`config.mk`:
```
export PLATFORM = sky130hd
export DESIGN_NAME = tmr_bank
export DESIGN_NICKNAME = d
export VERILOG_FILES = /design/src/rtl/tmr_pkg.sv /design/src/rtl/tmr_prescaler.sv /design/src/rtl/tmr_counter.sv /design/src/rtl/tmr_channel.sv /design/src/rtl/tmr_bank.sv
export SDC_FILE = /design/constraint.sdc
export NUM_CORES = 2
export LEC_CHECK = 0
export BUFFER_PORTS_ARGS = -buffer_cell sky130_fd_sc_hd__buf_2
export CAP_MARGIN = 5
export CORE_MARGIN = 1
export CORE_UTILIZATION = 45
export DETAILED_ROUTE_END_ITERATION = 16
export PLACE_DENSITY_LB_ADDON = 0.1
export SLEW_MARGIN = 20
export SYNTH_ARGS = -nofsm -noshare
export SYNTH_HDL_FRONTEND = slang
export SYNTH_SLANG_ARGS = --single-unit
```
`constraint.sdc`:
```
create_clock -name clk -period 12 [get_ports clk]
set_input_delay 2.4 -clock clk [delete_from_list [all_inputs] [get_ports clk]]
set_output_delay 2.4 -clock clk [all_outputs]
set_load 0.03 [all_outputs]
```
`src/rtl/tmr_pkg.sv`:
```
package tmr_pkg;
   localparam int unsigned BUS_W        = 32;
   localparam int unsigned CTL_EN_BIT   = 28;
   localparam int unsigned CTL_REP_BIT  = 24;
   localparam int unsigned IRQ_IE_BIT   = 20;
   localparam int unsigned IRQ_PEND_BIT = 16;

   typedef enum logic [1:0] {
      REG_CMP = 2'd0,
      REG_CNT = 2'd1,
      REG_CTL = 2'd2,
      REG_IRQ = 2'd3
   } tmr_reg_e;
endpackage

```
`src/rtl/tmr_prescaler.sv`:
```
module tmr_prescaler #(
   parameter int unsigned DIV_W = 16
) (
   input  logic             clk,
   input  logic             rst_n,
   input  logic             run,
   input  logic [DIV_W-1:0] div,
   output logic             tick
);
   localparam logic [DIV_W-1:0] MIN_DIV = DIV_W'(2);

   logic [DIV_W-1:0] eff_div;
   logic [DIV_W-1:0] acc_q;
   logic             wrap;

   assign eff_div = (div < MIN_DIV) ? MIN_DIV : div;
   assign wrap    = (acc_q >= eff_div - DIV_W'(1));
   assign tick    = run && wrap;

   always_ff @(posedge clk or negedge rst_n) begin
      if (!rst_n)          acc_q <= '0;
      else if (!run)       acc_q <= '0;
      else if (wrap)       acc_q <= '0;
      else                 acc_q <= acc_q + DIV_W'(1);
   end
endmodule

```
`src/rtl/tmr_counter.sv`:
```
module tmr_counter #(
   parameter int unsigned CNT_W = 28
) (
   input  logic             clk,
   input  logic             rst_n,
   input  logic             tick,
   input  logic             load,
   input  logic [CNT_W-1:0] load_val,
   input  logic [CNT_W-1:0] cmp,
   input  logic             rep,
   output logic [CNT_W-1:0] cnt,
   output logic             hit
);
   logic [CNT_W-1:0] nxt;

   assign nxt = cnt + CNT_W'(1);
   assign hit = tick && (nxt == cmp);

   always_ff @(posedge clk or negedge rst_n) begin
      if (!rst_n)           cnt <= '0;
      else if (load)        cnt <= load_val;
      else if (tick) begin
         if (hit && rep)    cnt <= '0;
         else               cnt <= nxt;
      end
   end
endmodule

```
`src/rtl/tmr_channel.sv`:
```
module tmr_channel
   import tmr_pkg::*;
#(
   parameter int unsigned CNT_W = 28,
   parameter int unsigned DIV_W = 16
) (
   input  logic                  clk,
   input  logic                  rst_n,
   input  logic [3:0]            wr_sel,
   input  logic [BUS_W-1:0]      wdata,
   output logic [3:0][BUS_W-1:0] regs_o,
   output logic                  irq_o,
   output logic                  en_o,
   output logic                  rep_o,
   output logic                  pend_o,
   output logic                  hit_o,
   output logic [CNT_W-1:0]      cnt_o
);
   logic [CNT_W-1:0] cmp_q;
   logic [DIV_W-1:0] div_q;
   logic             en_q, rep_q, ie_q, pend_q;
   logic             tick;

   tmr_prescaler #(.DIV_W(DIV_W)) u_div (
      .clk(clk), .rst_n(rst_n), .run(en_q), .div(div_q), .tick(tick)
   );

   tmr_counter #(.CNT_W(CNT_W)) u_cnt (
      .clk(clk), .rst_n(rst_n), .tick(tick),
      .load(wr_sel[REG_CNT]), .load_val(wdata[CNT_W-1:0]),
      .cmp(cmp_q), .rep(rep_q), .cnt(cnt_o), .hit(hit_o)
   );

   always_ff @(posedge clk or negedge rst_n) begin
      if (!rst_n) begin
         cmp_q  <= '0;
         div_q  <= '0;
         en_q   <= 1'b0;
         rep_q  <= 1'b0;
         ie_q   <= 1'b0;
         pend_q <= 1'b0;
      end else begin
         if (wr_sel[REG_CMP]) cmp_q <= wdata[CNT_W-1:0];
         if (wr_sel[REG_CTL]) begin
            en_q  <= wdata[CTL_EN_BIT];
            rep_q <= wdata[CTL_REP_BIT];
            div_q <= wdata[DIV_W-1:0];
         end else if (hit_o && !rep_q) begin
            en_q  <= 1'b0;
         end
         if (wr_sel[REG_IRQ]) ie_q <= wdata[IRQ_IE_BIT];
         if (hit_o)                                     pend_q <= 1'b1;
         else if (wr_sel[REG_IRQ] && wdata[IRQ_PEND_BIT]) pend_q <= 1'b0;
      end
   end

   assign regs_o[REG_CMP] = BUS_W'(cmp_q);
   assign regs_o[REG_CNT] = BUS_W'(cnt_o);
   assign regs_o[REG_CTL] = BUS_W'(div_q) | (BUS_W'(rep_q) << CTL_REP_BIT)
                          | (BUS_W'(en_q) << CTL_EN_BIT);
   assign regs_o[REG_IRQ] = (BUS_W'(ie_q) << IRQ_IE_BIT) | (BUS_W'(pend_q) << IRQ_PEND_BIT);

   assign irq_o  = pend_q & ie_q;
   assign en_o   = en_q;
   assign rep_o  = rep_q;
   assign pend_o = pend_q;
endmodule

```
`src/rtl/tmr_bank.sv`:
```
module tmr_bank
   import tmr_pkg::*;
#(
   parameter int unsigned NUM_CH = 6,
   parameter int unsigned CNT_W  = 28,
   parameter int unsigned DIV_W  = 16,
   parameter int unsigned ADDR_W = 8
) (
   input  logic              clk,
   input  logic              rst_n,
   input  logic              wr_en,
   input  logic              rd_en,
   input  logic [ADDR_W-1:0] addr,
   input  logic [31:0]       wdata,
   output logic [31:0]       rdata,
   output logic [NUM_CH-1:0] irq
);
   localparam int unsigned CH_W = ADDR_W - 4;

   if (NUM_CH < 1 || NUM_CH > (1 << CH_W)) begin : g_bad_num
      $error("tmr_bank: NUM_CH does not fit the address space");
   end
   if (CNT_W < 2 || CNT_W > CTL_REP_BIT + 4) begin : g_bad_cnt
      $error("tmr_bank: CNT_W must be 2..28");
   end
   if (DIV_W < 2 || DIV_W > IRQ_PEND_BIT) begin : g_bad_div
      $error("tmr_bank: DIV_W must be 2..16");
   end

   logic [CH_W-1:0]                     ch_idx;
   tmr_reg_e                            r_idx;
   logic [NUM_CH-1:0][3:0][BUS_W-1:0]   words;
   logic [NUM_CH-1:0]                   ctl_wr_v, cnt_wr_v, irq_wr_v;
   logic [NUM_CH-1:0]                   en_v, rep_v, pend_v, hit_v;
   logic [NUM_CH-1:0][CNT_W-1:0]        cnt_v;
   logic [BUS_W-1:0]                    rd_word;

   assign ch_idx = addr[ADDR_W-1:4];
   assign r_idx  = tmr_reg_e'(addr[3:2]);

   for (genvar g = 0; g < NUM_CH; g++) begin : g_ch
      logic [3:0] sel;
      for (genvar k = 0; k < 4; k++) begin : g_sel
         assign sel[k] = wr_en && (ch_idx == CH_W'(g)) && (r_idx == tmr_reg_e'(k));
      end
      assign ctl_wr_v[g] = sel[REG_CTL];
      assign cnt_wr_v[g] = sel[REG_CNT];
      assign irq_wr_v[g] = sel[REG_IRQ];

      tmr_channel #(.CNT_W(CNT_W), .DIV_W(DIV_W)) u_ch (
         .clk(clk), .rst_n(rst_n), .wr_sel(sel), .wdata(wdata),
         .regs_o(words[g]), .irq_o(irq[g]), .en_o(en_v[g]), .rep_o(rep_v[g]),
         .pend_o(pend_v[g]), .hit_o(hit_v[g]), .cnt_o(cnt_v[g])
      );
   end

   always_comb begin
      rd_word = '0;
      for (int c = 0; c < NUM_CH; c++) begin
         if (ch_idx == CH_W'(c)) rd_word = words[c][r_idx];
      end
   end

   always_ff @(posedge clk or negedge rst_n) begin
      if (!rst_n)     rdata <= '0;
      else if (rd_en) rdata <= rd_word;
   end
endmodule

```
After elaboration in Yosys (flattened, before gate mapping) --
Cells that the tools add are included.
Storage, ports and cells: bits in registers 584, input port bits 44, logic and storage cells 282
Cells by class: add/sub/neg operators 18, order comparisons 13, equality and inequality tests 14, muxes and demuxes 78, bitwise gates (word level) 24, reductions and logical operators 86
Operators by type and width (number):
- $mux W28 | 18
- $bmux W32 S2 | 6
- $mux W32 | 12
- $mux W16 | 18
- $or A32 B29 Y32 | 6
- $add A28 B1 Y28 const B | 6
- $eq A28 B28 Y1 | 6
- $or A16 B25 Y25 | 6
- $or A21 B17 Y21 | 6
- $add A16 B1 Y16 const B | 6
- $ge A16 B16 Y1 | 6
- $lt A16 B2 Y1 const B | 6
- $sub A16 B1 Y16 const B | 6
- $logic_and A1 B1 Y1 | 60
- $reduce_bool A2 Y1 | 18
- $mux W1 | 24
- $eq A4 B2 Y1 const B | 2
- $eq A4 B3 Y1 const B | 2
- $and A1 B1 Y1 | 6
- $logic_not A1 Y1 | 6
- $eq A2 B2 Y1 const B | 2
- $eq A4 B1 Y1 const B | 1
- $logic_not A4 Y1 | 1
- $lt A2 B3 Y1 const B | 1
- 2 further kinds | 2

Longest topological paths before layout --
depth in word-level cells 10, mapped depth 24

Modules after synthesis --
From an unflattened synthesis, not the netlist that was laid out.
Unflattened totals: cell total of the unflattened synthesis 4948, area total of the unflattened synthesis 49747.7 um2
By module, submodules not included:
- tmr_counter | instances 6, cells an instance 374, area each 2917.8 um2, sequential area each 700.7 um2
- tmr_channel | instances 6, cells an instance 191, area each 2575.0 um2, sequential area each 1201.2 um2
- tmr_bank | instances 1, cells an instance 597, area each 7418.4 um2, sequential area each 800.8 um2
- tmr_prescaler (g_ch[0].u_ch.u_div ...) | instances 3, cells an instance 158, area each 1532.7 um2, sequential area each 400.4 um2
- tmr_prescaler (g_ch[3].u_ch.u_div) | instances 1, cells an instance 163, area each 1619.1 um2, sequential area each 400.4 um2
- tmr_prescaler (g_ch[5].u_ch.u_div) | instances 1, cells an instance 163, area each 1605.3 um2, sequential area each 400.4 um2
- tmr_prescaler (g_ch[4].u_ch.u_div) | instances 1, cells an instance 161, area each 1550.2 um2, sequential area each 400.4 um2

Worst setup path after synthesis --
OpenSTA, ideal clock, no wires.
path type flip-flop to flip-flop, start point register g_ch[0].u_ch.div_q[6], end point register g_ch[0].u_ch.u_cnt.cnt[15], setup time 128 ps, arrival time 4599 ps, slack 7273 ps, cell stages (with the launch flop) 21, path buffers 2, clock period less this slack 4727 ps, cell sequence dfrtp_1 > or4_1 > nor4_1 > nand3b_1 > nor4_1 > nand2b_1 > ha_1 > nand3b_1 > nand2b_1 > xor2_1 > ha_1 > a21o_1 > a21o_1 > a211oi_1 > nand2_1 > o211ai_1 > clkbuf_1 > clkbuf_1 > nor4_1 > o21ai_0 > nand3_1
On the way: longest elaborated chain between the ends 10, elaborated cells between the ends (all ways) 11, those cells by class 1 x add/sub; 2 x order compare; 4 x mux; 4 x reduce/logical
RTL lines:
- start, declared | RTL line tmr_channel.sv:20 | logic [DIV_W-1:0] div_q;
- start signal, assigned | RTL line tmr_channel.sv:47 | div_q <= wdata[DIV_W-1:0];
- $lt A16 B2 Y1 | RTL line tmr_prescaler.sv:16 | assign eff_div = (div < MIN_DIV) ? MIN_DIV : div;
- $mux W16 (*) | RTL line tmr_prescaler.sv:16
- $sub A16 B1 Y16 (*) | RTL line tmr_prescaler.sv:17 | assign wrap = (acc_q >= eff_div - DIV_W'(1));
- $ge A16 B16 Y1 (*) | RTL line tmr_prescaler.sv:17
- $logic_and A1 B1 Y1 (*) | RTL line tmr_prescaler.sv:18 | assign tick = run && wrap;
- $logic_and A1 B1 Y1 | RTL line tmr_counter.sv:17 | assign hit = tick && (nxt == cmp);
- $logic_and A1 B1 Y1 | RTL line tmr_counter.sv:23 | if (hit && rep) cnt <= '0;
- $mux W28 | RTL line tmr_counter.sv:23
- $mux W28 | RTL line tmr_counter.sv:22 | else if (tick) begin
- $mux W28 | RTL line tmr_counter.sv:21 | else if (load) cnt <= load_val;
- end signal, assigned | RTL line tmr_counter.sv:21
- end signal, assigned | RTL line tmr_counter.sv:24 | else cnt <= nxt;
- end, declared | RTL line tmr_counter.sv:11 | output logic [CNT_W-1:0] cnt,
Every way passes the cells marked *; elsewhere a longest branch is shown, timed or not. The select of a mux whose other input is x is not followed. A chain may end at the register's enable or synchronous reset.

Final worst setup path --
start point register g_ch[4].u_ch.div_q[8], end point register g_ch[4].u_ch.u_cnt.cnt[18]
On the way: longest elaborated chain between the ends 10, elaborated cells between the ends (all ways) 11, those cells by class 1 x add/sub; 2 x order compare; 4 x mux; 4 x reduce/logical
RTL lines (RTL line):
- start, declared | tmr_channel.sv:20
- start signal, assigned | tmr_channel.sv:47
- $lt A16 B2 Y1 | tmr_prescaler.sv:16
- $mux W16 (*) | tmr_prescaler.sv:16
- $sub A16 B1 Y16 (*) | tmr_prescaler.sv:17
- $ge A16 B16 Y1 (*) | tmr_prescaler.sv:17
- $logic_and A1 B1 Y1 (*) | tmr_prescaler.sv:18
- $logic_and A1 B1 Y1 | tmr_counter.sv:17
- $logic_and A1 B1 Y1 | tmr_counter.sv:23
- $mux W28 | tmr_counter.sv:23
- $mux W28 | tmr_counter.sv:22
- $mux W28 | tmr_counter.sv:21
- end signal, assigned | tmr_counter.sv:21
- end signal, assigned | tmr_counter.sv:24
- end, declared | tmr_counter.sv:11
Marks and branches as above.

==> impl_results.md <==
- Worst endpoint required time: approximately 13 ns
- Ratio of final minimum period to clock period: between 40% and 50%
- RePlAce Congestion: ~1
- Buffer type at the clock tree root: sky130_fd_sc_hd__clkbuf_16
- Maximum net fanout on the critical path: 26
- Number of register bits inferred by synthesis: around 580
- Crit path largest cell delay: around 0.77 ns
- Worst skew pair latency: around 0.64 ns
- Number of enable flip-flop cells after synthesis: 0
- Routed wire length: between 100 and 150 mm
- Via count of the first global-routing pass: ~34k
- Final hold slack: ~0.52 ns
- Die outline width: 305.4 um
- Sum of net half-perimeters after detailed placement: 99.77 mm
- Site row count: between 100 and 150
- Cell family with most CP delay: simple AND/OR/NAND/NOR gates
- Die Y-Extent: 305.4 um
- Critical path launch point type: flip-flop
- Slew of the pin with the lowest slew margin: 1.113 ns
- DRC violation count after routing: 0
- Maximum number of pins on one net before global-route repair: around 160
- Synthesized area divided by synthesized cell count: 8.705 um2
- Clock tree from TritonCTS: built
- Max Clock Freq: between 0.15 and 0.2 GHz
- Post-DR wirelength/cell: ~25 um
- Worst hold path endpoint: rdata[11]
- Accumulated negative setup slack: 0 ns
- Share of flip-flops with an asynchronous set or reset after synthesis: 100.0%
- MaxCap Viol Count: 0
- Crit. End Element: flip-flop
- Overall routing resource usage: a little under a third
- Buffers & Inverters on Critical Path: 1
- Critical path depth in cells: 19
- Antenna violations before repair: 11
- Min-Delay Startpoint: rdata[11]
- Vias per cell: 6.278
- Max_slew headroom: around a quarter
- DR iter-0 viols: a little under 4k
- Share of the yosys chip area belonging to registers: a little over a third
- Post-route non-filler standard cell count: between 5k and 6k
- Wire length of the first global-routing pass: ~220 mm
- Syn-to-layout area delta: 7.599%
- Placed instance count: between 5k and 6k
- Maximum count of clock buffers along a single path: 3
- Lkg Pwr: ~19 nW
- Main flop type after synthesis: sky130_fd_sc_hd__dfrtp_1
- H-tree levels: 3
- Hold Violations, Final: 0
- Number of clock sinks seen by CTS: approximately 580
- Core outline area: approximately 0.091 mm2
- I/O Pins: 82
- Total congestion overflow: 0
- Worst-case reg-to-reg path depth: 19
- Fraction of final layout cells sized beyond drive strength 1: a little over an eighth
- Final Max Tran Viols: 0
- Cell-by-cell listing of the critical path: or3_1 -> nor3_1 -> and3_1 -> nand2b_1 -> ha_1 -> nand2b_1 -> nor2_1 -> nand2_1 -> nor3_1 -> xnor2_1 -> ha_1 -> nand4_1 -> a21o_1 -> o21ai_1 -> nand2_1 -> buf_4 -> o41ai_1 -> o31a_1 -> o31ai_1
- Period minus WS final: a little under 6 ns
- Initial standard-cell utilization of the core: between 40% and 50%
- Final Net Count: about 4.7k
- TritonRoute pass-1 iters: 6
- Power density over the cells: 151.3 mW/mm2
- Worst setup slack for register-to-register paths: between 6 and 7 ns
- Post-CTS setup buffer count: 0
- Result of the run: complete, no violations
- Arrival time worst endpoint: between 6 and 7 ns
- Maximum resistive drop on vdd: 0.08718 mV
- Yosys top cell area share: around a third
- Synthesized area: around 0.041 mm2
- Count of unique library cells instantiated by Yosys: 91
- Crit path max-delay cell type: sky130_fd_sc_hd__nand2_1
- Count of instances resized after the clock tree is built: 0
- Port Buffers: 73
- Remaining antenna violation count: 0
- Number of CTS-inserted buffers: 73
- Hold Path Stages: 2
- Hold Path Class: flip-flop to flip-flop
- YS warnings: 0
- Terminus of the critical flop-to-flop path: g_ch[4].u_ch.u_cnt.cnt[18]
- Die area: 0.09328 mm2
- Most area-hungry cell type in the Yosys netlist: sky130_fd_sc_hd__dfrtp_1
- Number of failing setup endpoints in the final timing report: 0
- Source of the worst register-to-register timing path: g_ch[4].u_ch.div_q[8]
- Cell types with the largest area share after synthesis: sky130_fd_sc_hd__dfrtp_1 35%, sky130_fd_sc_hd__mux2_2 7.8%, sky130_fd_sc_hd__xnor2_1 5.1%
- Category of the critical setup timing path: flip-flop to flip-flop
- Hold-fix buffer count after cts: 0
- Via count of the routed design: about 36k
- Setup repair after global routing missed its margin: no
- Cells after synthesis: around 4.8k
- Clock transition at the registers of the reported paths: ~0.060 ns
- Largest clock skew in the final design: roughly 0.023 ns
per-layer routing:
metal	vias up	routed length, um	share of wire (%)	GRT usage [%]
met4	6	7031	4.8	13.46
met3	255	10980	7.5	4.555
met2	1354	62090	42	45.31
met5	-	41	0.028	0
li1	16840	-	-	-
met1	17880	66210	45	45.19
cells in the mapped netlist (all sizes together), types with 9 or more instances:
| master | number |
|---|---|
| dfrtp | 581 |
| nand2 | 391 |
| nor2 | 384 |
| clkbuf | 299 |
| mux2 | 286 |
| o21ai | 279 |
| a21oi | 252 |
| xnor2 | 239 |
| nand3 | 229 |
| mux2i | 167 |
| xor2 | 148 |
| nor3 | 141 |
| nor4 | 118 |
| ha | 114 |
| buf | 112 |
| and3 | 109 |
| nand4 | 99 |
| inv | 56 |
| a21o | 51 |
| a31oi | 49 |
| and2 | 49 |
| a221oi | 48 |
| nand2b | 46 |
| o22ai | 40 |
| o211ai | 37 |
| and4 | 36 |
| or3 | 35 |
| o21a | 28 |
| or2 | 28 |
| or4 | 28 |
| a211oi | 21 |
| nor2b | 21 |
| o31ai | 21 |
| nand3b | 20 |
| a22oi | 18 |
| nor3b | 18 |
| a211o | 11 |
| nor4b | 11 |
| o311ai | 11 |
| a21boi | 10 |
| o2111ai | 9 |
worst register-to-register path, cell delays in order (launching register included):
cell	delay, ns
sky130_fd_sc_hd__dfrtp_1	0.48
sky130_fd_sc_hd__or3_1	0.42
sky130_fd_sc_hd__nor3_1	0.32
sky130_fd_sc_hd__and3_1	0.27
sky130_fd_sc_hd__nand2b_1	0.15
sky130_fd_sc_hd__ha_1	0.19
sky130_fd_sc_hd__nand2b_1	0.09
sky130_fd_sc_hd__nor2_1	0.21
sky130_fd_sc_hd__nand2_1	0.12
sky130_fd_sc_hd__nor3_1	0.19
sky130_fd_sc_hd__xnor2_1	0.11
sky130_fd_sc_hd__ha_1	0.30
sky130_fd_sc_hd__nand4_1	0.09
sky130_fd_sc_hd__a21o_1	0.17
sky130_fd_sc_hd__o21ai_1	0.67
sky130_fd_sc_hd__nand2_1	0.77
sky130_fd_sc_hd__buf_4	0.48
sky130_fd_sc_hd__o41ai_1	0.38
sky130_fd_sc_hd__o31a_1	0.20
sky130_fd_sc_hd__o31ai_1	0.07
final cells by class:
type                            instances  area [um2]
Antenna cell                            2       5.005
Clock buffer                          114        2286
Clock inverter                         17       177.7
Fill cell                            8770       45990
Inverter                               56       210.2
Multi-Input combinational cell       3713       25060
Sequential cell                       581       14540
Tap cell                             1176        1471
Timing Repair Buffer                  128       825.8
metrics by stage:
step                util, %  setup slack, ns  total power, mW  instance area (um2)
floorplan                 -            7.273            3.872                41430
global placement      46.49            6.216            4.433                42110
detailed placement    46.49            6.204            4.453                42110
global route          49.21            5.741            7.093                44570
finish                49.22            6.204            6.743                44570
CTS                   49.21            6.190            6.758                44570
flip-flops by register name, indices dropped and copies added, names as in the netlist:
name and flops:
g_ch.u_ch.cmp_q 168, g_ch.u_ch.u_cnt.cnt 168, g_ch.u_ch.div_q 96, g_ch.u_ch.u_div.acc_q 96, rdata 29, g_ch.u_ch.en_o 6
g_ch.u_ch.ie_q 6, g_ch.u_ch.pend_o 6, g_ch.u_ch.rep_o 6
cell families after synthesis:
| family | count (synthesis) | share of synthesized area [%] |
|---|---|---|
| xor+xnor | 388 | 8.236 |
| compound gates | 971 | 14.67 |
| buf+inv | 467 | 4.627 |
| other cells | 1 | 0.009052 |
| fa+ha+maj | 114 | 3.443 |
| mux | 453 | 11.81 |
| simple gates | 1784 | 22.11 |
| flops | 581 | 35.10 |
placed cells by master (no fill, tap or decap), types with 46 or more instances in the layout:
cell type,count
sky130_fd_sc_hd__a21o_1,51
sky130_fd_sc_hd__a21oi_1,252
sky130_fd_sc_hd__a221oi_1,48
sky130_fd_sc_hd__a31oi_1,48
sky130_fd_sc_hd__and2_1,48
sky130_fd_sc_hd__and3_1,108
sky130_fd_sc_hd__buf_2,70
sky130_fd_sc_hd__buf_4,53
sky130_fd_sc_hd__clkbuf_16,77
sky130_fd_sc_hd__dfrtp_1,581
sky130_fd_sc_hd__ha_1,114
sky130_fd_sc_hd__inv_1,56
sky130_fd_sc_hd__mux2_2,286
sky130_fd_sc_hd__mux2i_1,167
sky130_fd_sc_hd__nand2_1,389
sky130_fd_sc_hd__nand2b_1,46
sky130_fd_sc_hd__nand3_1,227
sky130_fd_sc_hd__nand4_1,95
sky130_fd_sc_hd__nor2_1,376
sky130_fd_sc_hd__nor3_1,141
sky130_fd_sc_hd__nor4_1,108
sky130_fd_sc_hd__o21ai_0,264
sky130_fd_sc_hd__xnor2_1,239
sky130_fd_sc_hd__xor2_1,148
worst max-delay path by stage:
| stage | start | end | slack (ns) |
|---|---|---|---|
| floorplan | g_ch[0].u_ch.div_q[6] | g_ch[0].u_ch.u_cnt.cnt[15] | 7.27 |
| global placement | addr[3] | rdata[1] | 6.22 |
| detailed placement | addr[3] | rdata[1] | 6.20 |
| CTS | g_ch[4].u_ch.div_q[8] | g_ch[4].u_ch.u_cnt.cnt[18] | 6.19 |
| global route | g_ch[4].u_ch.div_q[8] | g_ch[4].u_ch.u_cnt.cnt[18] | 5.74 |
| finish | g_ch[4].u_ch.div_q[8] | g_ch[4].u_ch.u_cnt.cnt[18] | 6.20 |
power by group:
| group | leakage, nW | switching (mW) | total (mW) | internal, mW |
|---|---|---|---|---|
| clock | 1.21 | 0.915 | 2.29 | 1.37 |
| sequential | 7.03 | 0.334 | 2.49 | 2.16 |
| combinational | 10.9 | 1.15 | 1.96 | 0.812 |
Note: power is estimated with default switching activity, not from simulation.
